===== src/rtl/cdq_pkg.sv =====
package cdq_pkg;

    localparam logic [7:0] MARK_CODE  = 8'd1;
    localparam logic [7:0] ZERO_CODE  = 8'd48;
    localparam logic [7:0] NINE_CODE  = 8'd57;

    typedef enum logic [1:0] {
        EMIT_IDLE,
        EMIT_MARK,
        EMIT_VALUE,
        EMIT_TRAIL
    } emit_state_t;

    typedef struct packed {
        logic       trail;
        logic [7:0] trail_char;
    } trail_t;

    function automatic logic is_digit(input logic [7:0] c);
        return (c >= ZERO_CODE) && (c <= NINE_CODE);
    endfunction

endpackage


===== src/rtl/cdq_ring.sv =====
module cdq_ring #(
    parameter int DEPTH_LG = 4,
    parameter int RESERVE  = 4
) (
    input  logic       clk,
    input  logic       rst,
    input  logic       we,
    input  logic [7:0] wdata,
    input  logic       re,
    output logic [7:0] rdata,
    output logic       empty,
    output logic       full,
    output logic       roomy
);
    localparam int DEPTH = 1 << DEPTH_LG;
    localparam int CW    = DEPTH_LG + 1;
    localparam logic [CW-1:0] ROOM_LIMIT = CW'(DEPTH - 1 - RESERVE);

    logic [7:0]          mem [DEPTH];
    logic [DEPTH_LG-1:0] wr_ptr, rd_ptr;
    logic [DEPTH_LG-1:0] used;

    assign used  = wr_ptr - rd_ptr;
    assign empty = (wr_ptr == rd_ptr);
    assign full  = (DEPTH_LG'(wr_ptr + 1'b1) == rd_ptr);
    assign roomy = ({1'b0, used} <= ROOM_LIMIT);
    assign rdata = mem[rd_ptr];

    always_ff @(posedge clk) begin
        if (we && !full) begin
            mem[wr_ptr] <= wdata;
        end
    end

    always_ff @(posedge clk) begin
        if (rst) begin
            wr_ptr <= '0;
            rd_ptr <= '0;
        end else begin
            if (we && !full) wr_ptr <= wr_ptr + 1'b1;
            if (re && !empty) rd_ptr <= rd_ptr + 1'b1;
        end
    end

endmodule


===== src/rtl/cdq_emitter.sv =====
module cdq_emitter
    import cdq_pkg::*;
#(
    parameter int NUM_BYTES = 2
) (
    input  logic                   clk,
    input  logic                   rst,
    input  logic                   start,
    input  logic [8*NUM_BYTES-1:0] start_val,
    input  trail_t                 start_trail,
    output logic                   busy,
    output logic                   wr_en,
    output logic [7:0]             wr_byte
);
    localparam int VW = 8 * NUM_BYTES;
    localparam int IW = (NUM_BYTES > 1) ? $clog2(NUM_BYTES) : 1;
    localparam logic [IW-1:0] LAST_IDX = IW'(NUM_BYTES - 1);

    emit_state_t     st;
    logic [VW-1:0]   snap;
    trail_t          trl;
    logic [IW-1:0]   idx;
    logic [VW-1:0]   shifted;

    assign busy  = (st != EMIT_IDLE);
    assign wr_en = busy;

    always_comb begin
        shifted = snap >> (8 * (int'(LAST_IDX) - int'(idx)));
        case (st)
            EMIT_MARK:  wr_byte = MARK_CODE;
            EMIT_VALUE: wr_byte = shifted[7:0];
            EMIT_TRAIL: wr_byte = trl.trail_char;
            default:    wr_byte = 8'd0;
        endcase
    end

    always_ff @(posedge clk) begin
        if (rst) begin
            st   <= EMIT_IDLE;
            snap <= '0;
            trl  <= '0;
            idx  <= '0;
        end else begin
            case (st)
                EMIT_IDLE: if (start) begin
                    snap <= start_val;
                    trl  <= start_trail;
                    st   <= EMIT_MARK;
                end
                EMIT_MARK: begin
                    idx <= '0;
                    st  <= EMIT_VALUE;
                end
                EMIT_VALUE: begin
                    if (idx == LAST_IDX) st <= trl.trail ? EMIT_TRAIL : EMIT_IDLE;
                    else                 idx <= idx + 1'b1;
                end
                default: st <= EMIT_IDLE;
            endcase
        end
    end

endmodule


===== src/rtl/cdq_digit_queue.sv =====
module cdq_digit_queue
    import cdq_pkg::*;
#(
    parameter int DEPTH_LG  = 4,
    parameter int NUM_BYTES = 2,
    parameter int IDLE_GAP  = 8
) (
    input  logic       clk,
    input  logic       rst,
    input  logic [7:0] char_in,
    input  logic       ins_req,
    output logic       can_insert,
    input  logic       rem_req,
    output logic       can_remove,
    output logic [7:0] char_out
);
    localparam int VW = 8 * NUM_BYTES;
    localparam int GW = $clog2(IDLE_GAP + 1);
    localparam logic [GW-1:0] GAP_END = GW'(IDLE_GAP);

    logic            pend, pend_n;
    logic [VW-1:0]   val, val_n;
    logic [GW-1:0]   idle_cnt;
    logic            acc, dig, fits, timeout;
    logic [3:0]      dval;
    logic [VW+3:0]   wide, grown;

    logic            fl_start, fl_busy, fl_we;
    logic [VW-1:0]   fl_val;
    trail_t          fl_trail;
    logic [7:0]      fl_byte;

    logic            dir_we;
    logic            ring_we;
    logic [7:0]      ring_wdata;
    logic            ring_empty, ring_full, ring_roomy;

    assign acc     = ins_req && can_insert;
    assign dig     = is_digit(char_in);
    assign dval    = 4'(char_in - ZERO_CODE);
    assign wide    = {4'b0, val};
    assign grown   = (wide << 3) + (wide << 1) + (VW+4)'(dval);
    assign fits    = (grown[VW+3:VW] == 4'd0);
    assign timeout = (idle_cnt == GAP_END);

    always_comb begin
        fl_start = 1'b0;
        fl_val   = val;
        fl_trail = '{trail: 1'b0, trail_char: char_in};
        dir_we   = 1'b0;
        pend_n   = pend;
        val_n    = val;
        if (acc) begin
            if (dig) begin
                if (pend && fits) begin
                    val_n = grown[VW-1:0];
                end else begin
                    if (pend) begin
                        fl_start = 1'b1;
                        pend_n   = 1'b0;
                    end
                    if (dval == 4'd0) begin
                        if (pend) fl_trail.trail = 1'b1;
                        else      dir_we = 1'b1;
                    end else begin
                        pend_n = 1'b1;
                        val_n  = VW'(dval);
                    end
                end
            end else if (pend) begin
                fl_start       = 1'b1;
                fl_trail.trail = 1'b1;
                pend_n         = 1'b0;
            end else begin
                dir_we = 1'b1;
            end
        end else if (pend && timeout && !fl_busy && ring_roomy) begin
            fl_start = 1'b1;
            pend_n   = 1'b0;
        end
    end

    always_ff @(posedge clk) begin
        if (rst) begin
            pend <= 1'b0;
            val  <= '0;
        end else begin
            pend <= pend_n;
            val  <= val_n;
        end
    end

    always_ff @(posedge clk) begin
        if (rst || acc || !pend) begin
            idle_cnt <= '0;
        end else if (!fl_busy && !timeout) begin
            idle_cnt <= idle_cnt + 1'b1;
        end
    end

    cdq_emitter #(.NUM_BYTES(NUM_BYTES)) u_emit (
        .clk        (clk),
        .rst        (rst),
        .start      (fl_start),
        .start_val  (fl_val),
        .start_trail(fl_trail),
        .busy       (fl_busy),
        .wr_en      (fl_we),
        .wr_byte    (fl_byte)
    );

    assign ring_we    = dir_we || fl_we;
    assign ring_wdata = fl_we ? fl_byte : char_in;

    cdq_ring #(.DEPTH_LG(DEPTH_LG), .RESERVE(NUM_BYTES + 2)) u_ring (
        .clk  (clk),
        .rst  (rst),
        .we   (ring_we),
        .wdata(ring_wdata),
        .re   (rem_req),
        .rdata(char_out),
        .empty(ring_empty),
        .full (ring_full),
        .roomy(ring_roomy)
    );

    assign can_insert = !fl_busy && ring_roomy;
    assign can_remove = !ring_empty;

endmodule


===== config.mk =====
export PLATFORM = sky130hd
export DESIGN_NAME = cdq_digit_queue
export DESIGN_NICKNAME = d
export VERILOG_FILES = /design/src/rtl/cdq_pkg.sv /design/src/rtl/cdq_ring.sv /design/src/rtl/cdq_emitter.sv /design/src/rtl/cdq_digit_queue.sv
export SDC_FILE = /design/constraint.sdc
export NUM_CORES = 1
export LEC_CHECK = 0
export BUFFER_PORTS_ARGS = -buffer_cell sky130_fd_sc_hd__buf_2
export CELL_PAD_IN_SITES_DETAIL_PLACEMENT = 1
export CELL_PAD_IN_SITES_GLOBAL_PLACEMENT = 1
export CORE_MARGIN = 2
export CORE_UTILIZATION = 47
export DETAILED_ROUTE_END_ITERATION = 16
export GPL_ROUTABILITY_DRIVEN = 0
export GPL_TIMING_DRIVEN = 0
export PLACE_DENSITY = 0.81
export SLEW_MARGIN = 20
export SYNTH_ARGS = -nofsm -noshare
export SYNTH_HDL_FRONTEND = slang
export SYNTH_HIERARCHICAL = 1
export SYNTH_SLANG_ARGS = --single-unit

===== constraint.sdc =====
create_clock -name clk -period 4.1 [get_ports clk]
set_input_delay 0.41 -clock clk [delete_from_list [all_inputs] [get_ports clk]]
set_output_delay 0.41 -clock clk [all_outputs]
set_load 0.005 [all_outputs]

==> results list, run 1 <==
* Data required, critical path: 4.46 ns
* Pin count of the biggest net entering global routing: 20
- The H-tree was split into 4 levels.
- Die extent in x: 143 um
- The die covers 20300 um2.
- Routed met3 length: 526 um
- Starting Density: 0.481
- Die outline height: 143 um
* Vias after detailed routing: 5797
- Leak Pwr: 3.61 nW
- Area of the placeable core: 18800 um2
- The number of nets in the synthesized netlist is 743.
- Once detailed placement completed, the half-perimeter wirelength came to 16.2 mm.
* Initial antenna violation count: 0
* Final worst path period need: 4.01 ns
- The first detailed-routing pass ran for 4 iterations.
- Worst Max-Slew Pin Slew: 0.925 ns
- Met2 WL post-DR: 12.6 mm
- TritonCTS built the clock tree.
- Of the cells placed in the final design, the portion with a size suffix greater than 1 is 0.218.
- Relative to the synthesized area, the layout overhead comes to 12.8%.
- Status: complete, no violations
- Total CTS buffers: 17
- Number of design rule violations left after detail routing: 0
- Setup repair after global routing could not meet its margin everywhere.
- Of all nets on the critical path, the largest fanout is 5.
- Global-route wire length before repair: 35.2 mm
* Combined area of all synthesized cells: 9030 um2
- Ports: 22
- For this block, the routed nets add up to 22.5 mm of wire.
- WS Path Type: register to register
- Leading cell type in the layout, fill and taps excluded: sky130_fd_sc_hd__edfxtp_1
- Crit. End Element: register
* Startpoint kind of the worst setup timing path: register
- Share of the core filled with cells: 0.543
- Clk root buf: sky130_fd_sc_hd__clkbuf_16
* Number of port buffers: 21
- Overflow left after global routing: 0
* Maximum clock insertion buffer count: 2
* Via count normalized by instance count: 5.93
- Relative contribution of combinational cells to total power: 0.240
- In this run the power density over the cells is 507 nW/um2.
- In this run the tightest slew margin relative to its limit is 0.380.
- Buffers inserted to repair hold after CTS numbered 0.
* Hold crit path type: input port to register
* Final design area excluding fillers: 10200 um2
* Switching Power: 1.52 mW
- The number of antenna diodes in the final layout is 0.
* Initial DRC Count: 264
* Commonest cells after routing, fill and taps aside: sky130_fd_sc_hd__edfxtp_1 (128), sky130_fd_sc_hd__nand2_1 (73), sky130_fd_sc_hd__dfxtp_1 (59), sky130_fd_sc_hd__nor2_1 (51), sky130_fd_sc_hd__a21oi_1 (49)
* Antenna-violating nets left: 0
* Number of nets in the final layout: 790
- Each instance of the synthesized netlist takes up on average 13.2 um2.
- Row generation in the floorplan step produced 50 rows.
- Cells after Synth: 684
* Portion of total power attributed to the clock network: 0.320
- Of the total power, the share spent switching nets is 0.295.
* Sink count of the clock tree: 189
- Setup violations remaining at the end of the flow were counted as 0.
* Number of global-route vias before repair: 6288
- Clock latency of the later-clocked register in the worst-skew pair: 0.43 ns
- Top sig layer: met4
- Met1 WL: 9.03 mm
- Worst clock skew: 0.0146 ns
- During synthesis, Yosys emitted a total of 6 warnings.
- Across the VDD grid, the largest voltage drop is 0.000360 V.
- DP Area: 9450 um2
- Routed length per instance: 23.1 um
- GRT Util Overall: 0.231
- Cell internal power was estimated by the tool at 3.64 mW.
* Hold Vio Cnt, Final: 0
- For this run, the top clock speed supported by timing is 249 MHz.
- Clock input transition at the sequential cells of the worst setup and hold paths: 0.08 ns
- Period utilisation layout: 0.978
* Sequential power share: 0.440
- Final Max Slew Viols: 0
* Data arrival time of the critical path: 4.37 ns
- Max-cap violations in this run came to 0.
[routing by layer]
layer	up-vias	track usage
met3	28	0.0376
met1	2991	0.266
met5	-	0
met4	0	0.0703
met2	112	0.439
li1	2666	-
[area by class of cell]
type	instances	area, um2
Multi-Input combinational cell	439	3760
Clock buffer	18	429
Inverter	24	90.1
Fill cell	1880	8580
Clock inverter	14	164
Sequential cell	189	5070
Timing Repair Buffer	29	165
Tap cell	234	293
Buffer	31	214
[timing repair]
action                                  4_1_cts  5_1_grt
endpoints found under the setup margin       27       77
gates resized for setup                      13       14
pin swaps                                     7        0
cloned                                        0        0
setup buffers                                 6        2
[flip-flops by register name (all words and copies together) (netlist names), named ones only]
register       flops
pend               1
u_emit/idx         1
u_emit/snap       16
u_emit/st          2
u_ring/mem       128
u_emit/trl         9
idle_cnt           4
u_ring/wr_ptr      4
fl_val            16
u_ring/rd_ptr      4
[through the flow]
step	power, mW	hold slack [ns]	std cells	setup TNS [ns]	setup WS [ns]
floorplan	3.14	0.432	684	0	0.0478
global placement	3.46	0.443	939	-24.44	-1.03
detailed placement	3.55	0.453	939	-30.65	-1.21
CTS	5.19	0.252	977	0	0.0140
global route	5.38	0.251	978	-1.76	-0.0467
finish	5.16	0.265	978	0	0.0883
[worst max-delay path, cell delays in order, from the launching register on]
cell	delay, ns
sky130_fd_sc_hd__dfxtp_4	0.37
sky130_fd_sc_hd__inv_1	0.05
sky130_fd_sc_hd__fa_1	0.51
sky130_fd_sc_hd__inv_2	0.06
sky130_fd_sc_hd__fa_2	0.36
sky130_fd_sc_hd__a21o_1	0.18
sky130_fd_sc_hd__a221o_1	0.38
sky130_fd_sc_hd__a211oi_2	0.30
sky130_fd_sc_hd__mux2i_2	0.13
sky130_fd_sc_hd__o21ai_2	0.23
sky130_fd_sc_hd__nor3_4	0.07
sky130_fd_sc_hd__a211oi_4	0.33
sky130_fd_sc_hd__buf_4	0.19
sky130_fd_sc_hd__nor2b_4	0.05
sky130_fd_sc_hd__or4_4	0.54
sky130_fd_sc_hd__a31oi_4	0.18
[path summary, 6_finish.rpt]
check	slack [ns]	to	from	cells past startpoint
worst max-delay path	0.09	u_emit/st[1]	fl_val[2]	15
worst min-delay path	0.26	u_emit/trl[4]	char_in[4]	3
worst min register to register	0.46	u_emit/snap[14]	u_emit/snap[14]	2
worst max register to register	0.09	u_emit/st[1]	fl_val[2]	15
[power by group through the flow]
stage	Combinational (mW)	Clock (mW)	Sequential, mW
floorplan	0.856	0	2.29
global placement	1.16	0	2.30
detailed placement	1.23	0	2.31
CTS	1.25	1.67	2.27
global route	1.35	1.74	2.28
finish	1.24	1.65	2.27
Note: power is estimated with default switching activity, not from simulation.
==> run 2: changes to the inputs <==
Settings changed: CORE_UTILIZATION 47 to 49, CTS_BUF_LIST from default to sky130_fd_sc_hd__clkbuf_4 sky130_fd_sc_hd__clkbuf_8, PLACE_DENSITY 0.81 to 0.83.
==> run 2 against run 1 <==
  * Cell count shrank 0.61%
  * Sequential cell count stayed put
  * Via count grew 0.43%
  * Clock-buffer cell count stayed put
  * Wire length shrank 1.2%
  * Die area decreased by 4.0%
  * Worst hold slack got worse by 0.045 ns
  * First-iteration DRC count up 19%
  * Register-to-register slack lost 0.08 ns
  * Utilization rose by 1.2 points
  * Setup slack got worse by 0.078 ns
==> results list, run 2 (same netlist as run 1, synthesis figures left out) <==
* Status: complete, no violations
- Starting Density: 0.501
* Number of global-route vias before repair: 6255
- RSZ-0062 raised after global routing: true
- Upper clock frequency limit: 245 MHz
* Overflow left after global routing: 0
- In the routed layout, each cell is associated on average with a via count of 5.99.
* GRT Util Overall: 0.238
- Final setup viols: 0
- DP Area: 9450 um2
* Largest register FFs: 128
* Vias after detailed routing: 5822
- The first routing iteration left 315 violations.
- For this design, the CTS-stage hold fixing added 0 buffers.
- The critical path is of the register to register type.
- Leaving out fill and tap cells, the most frequent cell in the layout is sky130_fd_sc_hd__edfxtp_1.
* Post-DP HPWL: 16.0 mm
- In this run, CTS created clock tree buffers numbering 17.
- Final worst path period need: 4.09 ns
- In the routed design, unresolved DRC markers number 0.
- Data on the critical path arrives at its endpoint at 4.20 ns.
- Pin count of the biggest net entering global routing: 20
* Iteration count of the initial detailed-routing pass: 5
* Maximum clock insertion buffer count: 2
* Final Max Slew Viols: 0
- Largest voltage drop on the vdd net: 0.000318 V
* Sink count of the clock tree: 189
* Commonest cells after routing, fill and taps aside: sky130_fd_sc_hd__edfxtp_1 (128), sky130_fd_sc_hd__nand2_1 (73), sky130_fd_sc_hd__dfxtp_1 (59), sky130_fd_sc_hd__a21oi_1 (50), sky130_fd_sc_hd__nor2_1 (49)
* Startpoint kind of the worst setup timing path: register
* Fillcell total: 1863
- Initial antenna violation count: 0
* Routed length per instance: 22.9 um
- In this run the static leakage power is 3.53 nW.
- The tool flagged a number of max-cap violations equal to 0.
* Number of standard cells in the final layout excluding fillers: 972
* Critical Path Fanout Max: 9
* Number of nets in the final layout: 789
- Data required, critical path: 4.21 ns
* Synth-to-layout area growth: 10.8%
- Of the cells placed in the final design, the portion with a size suffix greater than 1 is 0.218.
* Normalized max-slew margin: 0.391
- Die extent in x: 140 um
- Die outline height: 140 um
* Ports: 22
* Hold crit path type: input port to register
- TritonCTS clock tree: done
* Number of port buffers: 21
* Crit. End Element: register
- At the pin with the least slew margin, the transition time is 0.908 ns.
- In this run the standard cell core region covers 18000 um2.
- The number of placed instances, taps included, is 935.
- The initialized floorplan defines 49 standard-cell rows.
* Period utilisation layout: 0.997
- Global-route wire length before repair: 35.5 mm
- For this design the ratio of total power to cell area is 485 nW/um2.
- Clock latency of the later-clocked register in the worst-skew pair: 0.48 ns
* Hold Vio Cnt, Final: 0
* Final design area excluding fillers: 10000 um2
* Antenna-violating nets left: 0
- Clock input transition at the sequential cells of the worst setup and hold paths: 0.11 ns
- Across the routed clock network, the largest skew measured is 0.0182 ns.
- Antenna diode instance count: 0
- Final Routed Wirelength: 22.3 mm
- Counting flops per register, the top entry is u_ring/mem.
* Total number of H-tree levels: 4
* Total Die Area: 19500 um2
* Clk root buf: sky130_fd_sc_hd__clkbuf_8
==> run 2: per-stage QoR <==
stage               setup slack, ns  utilization  TNS [ns]  power [mW]  hold WS (ns)
finish                       0.0103        0.555         0        4.85         0.219
global route                 -0.200        0.555     -9.81        5.07         0.213
CTS                          0.0448        0.552         0        4.88         0.188
detailed placement            -1.05        0.524    -25.82        3.56         0.451
global placement             -0.974        0.523    -23.55        3.46         0.445
floorplan                    0.0478            -         0        3.14         0.432
==> run 2: area by class of cell <==
cell class | count | area (um2) | share of cell area
inverter | 24 | 90.1 | 0.00900
multi-input combinational | 439 | 3760 | 0.376
buffer | 31 | 209 | 0.0209
timing repair buffer | 28 | 158 | 0.0158
sequential | 189 | 5070 | 0.507
clock buffer | 18 | 241 | 0.0241
clock inverter | 14 | 191 | 0.0191
tap | 229 | 287 | 0.0286
==> run 2: worst max-delay path, cell delays in order (launching register included) <==
cell and delay (ns):
sky130_fd_sc_hd__dfxtp_1 0.47, sky130_fd_sc_hd__inv_1 0.16, sky130_fd_sc_hd__ha_1 0.22, sky130_fd_sc_hd__inv_1 0.05, sky130_fd_sc_hd__a21oi_1 0.07, sky130_fd_sc_hd__xnor2_1 0.13, sky130_fd_sc_hd__nand2_1 0.09, sky130_fd_sc_hd__nor2b_1 0.41
sky130_fd_sc_hd__nand2_1 0.20, sky130_fd_sc_hd__o31ai_1 0.37, sky130_fd_sc_hd__clkbuf_1 0.41, sky130_fd_sc_hd__o211ai_1 0.35, sky130_fd_sc_hd__nor2_1 0.78
==> run 2: routing by layer <==
layer | GRT usage | share of wire | wire, um | vias up
met4 | 0.0642 | 0.018 | 390 | 0
met1 | 0.299 | 0.42 | 9390 | 2993
met5 | 0 | 0 | 0 | -
li1 | - | - | - | 2667
met2 | 0.423 | 0.53 | 11700 | 126
met3 | 0.0440 | 0.034 | 757 | 36
==> run 2: path summary, 6_finish.rpt <==
check / from / depth (start not counted) / end / slack (ns)
max reg2reg: u_ring/wr_ptr[0] / 12 / u_ring/mem[4][6] / 0.01
min: char_in[4] / 3 / u_emit/trl[4] / 0.22
max: u_ring/wr_ptr[0] / 12 / u_ring/mem[4][6] / 0.01
min reg2reg: u_emit/trl[3] / 2 / u_emit/trl[3] / 0.46
==> run 2: power by group <==
group          internal [mW]  total, mW  switching, mW  leakage [nW]
clock                  0.586       1.32          0.733         0.217
combinational          0.559       1.26          0.700          1.66
sequential              2.21       2.27         0.0604          1.65
total                   3.36       4.85           1.49          3.53
==> run 2: timing repair <==
action,CTS,global route
buffers inserted,3,3
cloned,0,0
resized for setup,12,13
pin swaps,6,10
setup endpoints to repair,27,131
==> run 3: changes to the inputs <==
Settings changed: CTS_BUF_LIST sky130_fd_sc_hd__clkbuf_4 sky130_fd_sc_hd__clkbuf_8 to sky130_fd_sc_hd__clkbuf_8.
==> run 3 against run 2 <==
  * Register-to-register slack improved by 0.07 ns
  * Clock skew about the same
  * Power increased by 1.1%
  * Global-route usage increased by 0.082 points
  * Sequential power about the same
  * Fmax increased by 1.7%
  * Combinational power increased by 5%
  * Cell area increased by 0.44%
  * Worst hold slack improved by 0.0015 ns
  * Non-clock buffer count increased by 1
  * Wire length increased by 0.57%
==> results list, run 3 (same netlist as run 1, synthesis figures left out) <==
* Placed Instances: 935
* Sum of negative setup slack: 0 ns
* TritonCTS clock tree: done
* Cell with the largest stage delay on the worst path: sky130_fd_sc_hd__nor3_2
- Clock input transition at the sequential cells of the worst setup and hold paths: 0.11 ns
- Entering global routing, the biggest net connects 20 pins.
* Commonest cells after routing, fill and taps aside: sky130_fd_sc_hd__edfxtp_1 (128), sky130_fd_sc_hd__nand2_1 (73), sky130_fd_sc_hd__dfxtp_1 (59), sky130_fd_sc_hd__a21oi_1 (50), sky130_fd_sc_hd__ha_1 (45)
- Final Routed Wirelength: 22.4 mm
* Max stage delay on crit path: 0.76 ns
- Crit. Startpoint: u_ring/wr_ptr[0]
- Final design area excluding fillers: 10000 um2
- The die is 140 um tall.
- The worst register-to-register path begins at u_ring/wr_ptr[0].
* Period utilisation layout: 0.981
- Once detail routing completed, the nets flagged for antenna violations numbered 0.
- Data required, critical path: 4.21 ns
- 22 I/O pins were placed.
- Worst hold slack across all endpoints: 0.221 ns
- IR analysis of the VDD net gives a maximum drop of 0.000304 V.
* Data arrival time of the critical path: 4.13 ns
- For this design, the sink count on the clock tree is 189.
- Crit. End Element: register
- The placed instances occupy a cell area of 9450 um2.
- Using the TritonRoute via totals, the vias-per-cell ratio works out to 5.97.
- Status: complete, no violations
- Setup violations remaining at the end of the flow were counted as 0.
* Global-route wire length before repair: 35.6 mm
- The floorplan has 49 rows.
* Total number of H-tree levels: 4
- Overflow left after global routing: 0
* Normalized max-slew margin: 0.345
- The worst hold path begins at char_in[4].
- For this design the static power due to leakage is 3.54 nW.
- The net count of the finished layout is 790.
* Total Die Area: 19500 um2
* Hold Vio Cnt, Final: 0
* Starting Density: 0.501
- Leaving out fill and tap cells, the most frequent cell in the layout is sky130_fd_sc_hd__edfxtp_1.
- Post-DP HPWL: 16.0 mm
- Upper clock frequency limit: 249 MHz
* Area of the placeable core: 18000 um2
* Number of port buffers: 21
- Clock latency of the later-clocked register in the worst-skew pair: 0.48 ns
- Largest Register: u_ring/mem
- Critical Path Fanout Max: 9
* Worst clock skew: 0.0180 ns
* Largest register FFs: 128
* Worst Max-Slew Pin Slew: 0.979 ns
- STA classifies the critical path startpoint as a register.
* Total CTS buffers: 17
- Hold crit path type: input port to register
* Maximum clock insertion buffer count: 2
- Measured along the x axis, the die boundary spans 140 um.
- Antenna diode instance count: 0
- The tree is rooted in a sky130_fd_sc_hd__clkbuf_8.
- Vias after detailed routing: 5808
- In the final layout, the share of cells above drive strength 1 is 0.224.
- From synthesis to final layout, the design area changed by 11.3%.
- Dividing the detail-routed wire length by the instance count gives 23.0 um.
- Total power divided by cell area: 488 nW/um2
- The initial antenna violation count was 0.
- GRT Util Overall: 0.239
* RSZ-0062 raised after global routing: true
- The signal on the critical path passes through inv_1, ha_1, inv_1, a21oi_1, xnor2_1, nand2_1, nor2b_1, nand2_1, o31ai_1, clkbuf_1, o211ai_1, nor3_2.
* Initial DRC Count: 314
- In the routed design, unresolved DRC markers number 0.
- The worst setup path is of the register to register kind.
- Before antenna repair, the detailed router went through 5 iterations.
- After the flow finishes, the layout carries non-filler instances totaling 973.
* Number of global-route vias before repair: 6270
- The number of max-slew violations in the final report came to 0.
- Max-cap check violation count: 0
* Final worst path period need: 4.02 ns
-- run 3: cell types whose count changed in the layout (fill, tap and decap cells not counted) --
cell,before,now
sky130_fd_sc_hd__nor2_1,49,44
sky130_fd_sc_hd__nor2_4,0,3
sky130_fd_sc_hd__nor2_2,3,5
sky130_fd_sc_hd__buf_12,0,1
sky130_fd_sc_hd__clkbuf_4,1,0
sky130_fd_sc_hd__inv_1,22,23
-- run 3: routing by layer --
layer  GRT usage  part of all wire  up-vias
met5           0                 0        -
met4      0.0605             0.020        0
met3      0.0434             0.034       42
met2       0.428              0.53      127
met1       0.299              0.42     2974
li1            -                 -     2665
-- run 3: worst paths after layout --
check                     end  slack, ns  cells after the start
min             u_emit/trl[4]       0.22                      3
min reg2reg     u_emit/trl[3]       0.46                      2
max          u_ring/mem[2][0]       0.08                     12
max reg2reg  u_ring/mem[2][0]       0.08                     12
-- run 3: where the power goes --
group / internal, mW / total [mW] / switching, mW
registers: 2.21 / 2.27 / 0.0610
clock network: 0.577 / 1.31 / 0.733
logic: 0.595 / 1.32 / 0.725
total: 3.38 / 4.90 / 1.52
-- run 3: per-stage QoR --
| step | utilization | setup slack (ns) | total power [mW] |
|---|---|---|---|
| 2_1_floorplan | - | 0.0478 | 3.14 |
| 3_3_place_gp | 0.523 | -0.974 | 3.46 |
| 3_5_place_dp | 0.524 | -1.05 | 3.56 |
| 4_1_cts | 0.551 | 0.0448 | 4.87 |
| 5_1_grt | 0.558 | -0.183 | 5.13 |
| 6_report | 0.558 | 0.0788 | 4.90 |
-- run 3: what timing repair did --
| action | 4_1_cts | 5_1_grt |
|---|---|---|
| resized for setup | 12 | 21 |
| pin swaps | 6 | 10 |
| hold buffers | 0 | 0 |
| setup endpoints to repair | 27 | 133 |
| setup buffers | 3 | 4 |
-- run 3: final cells by class --
type	instances	area, um2
clock buffers	17	234
plain buffers	31	209
flip-flops and latches	189	5070
multi-input cells	439	3790
fillers	1862	7980
inverters	24	90.1
well taps	229	287
repair buffers	29	178
clock inverters	15	195
-- run 3: worst max-delay path, delay by kind of cell (launching register included) --
family                     cells  cell delay (ns)
buffers and inverters          3             0.63
AOI/OAI and AO/OA              3             0.75
adders and majority gates      1             0.22
xor gates and xnor gates       1             0.13
and+or+nand+nor                4             1.45
DFF                            1             0.46
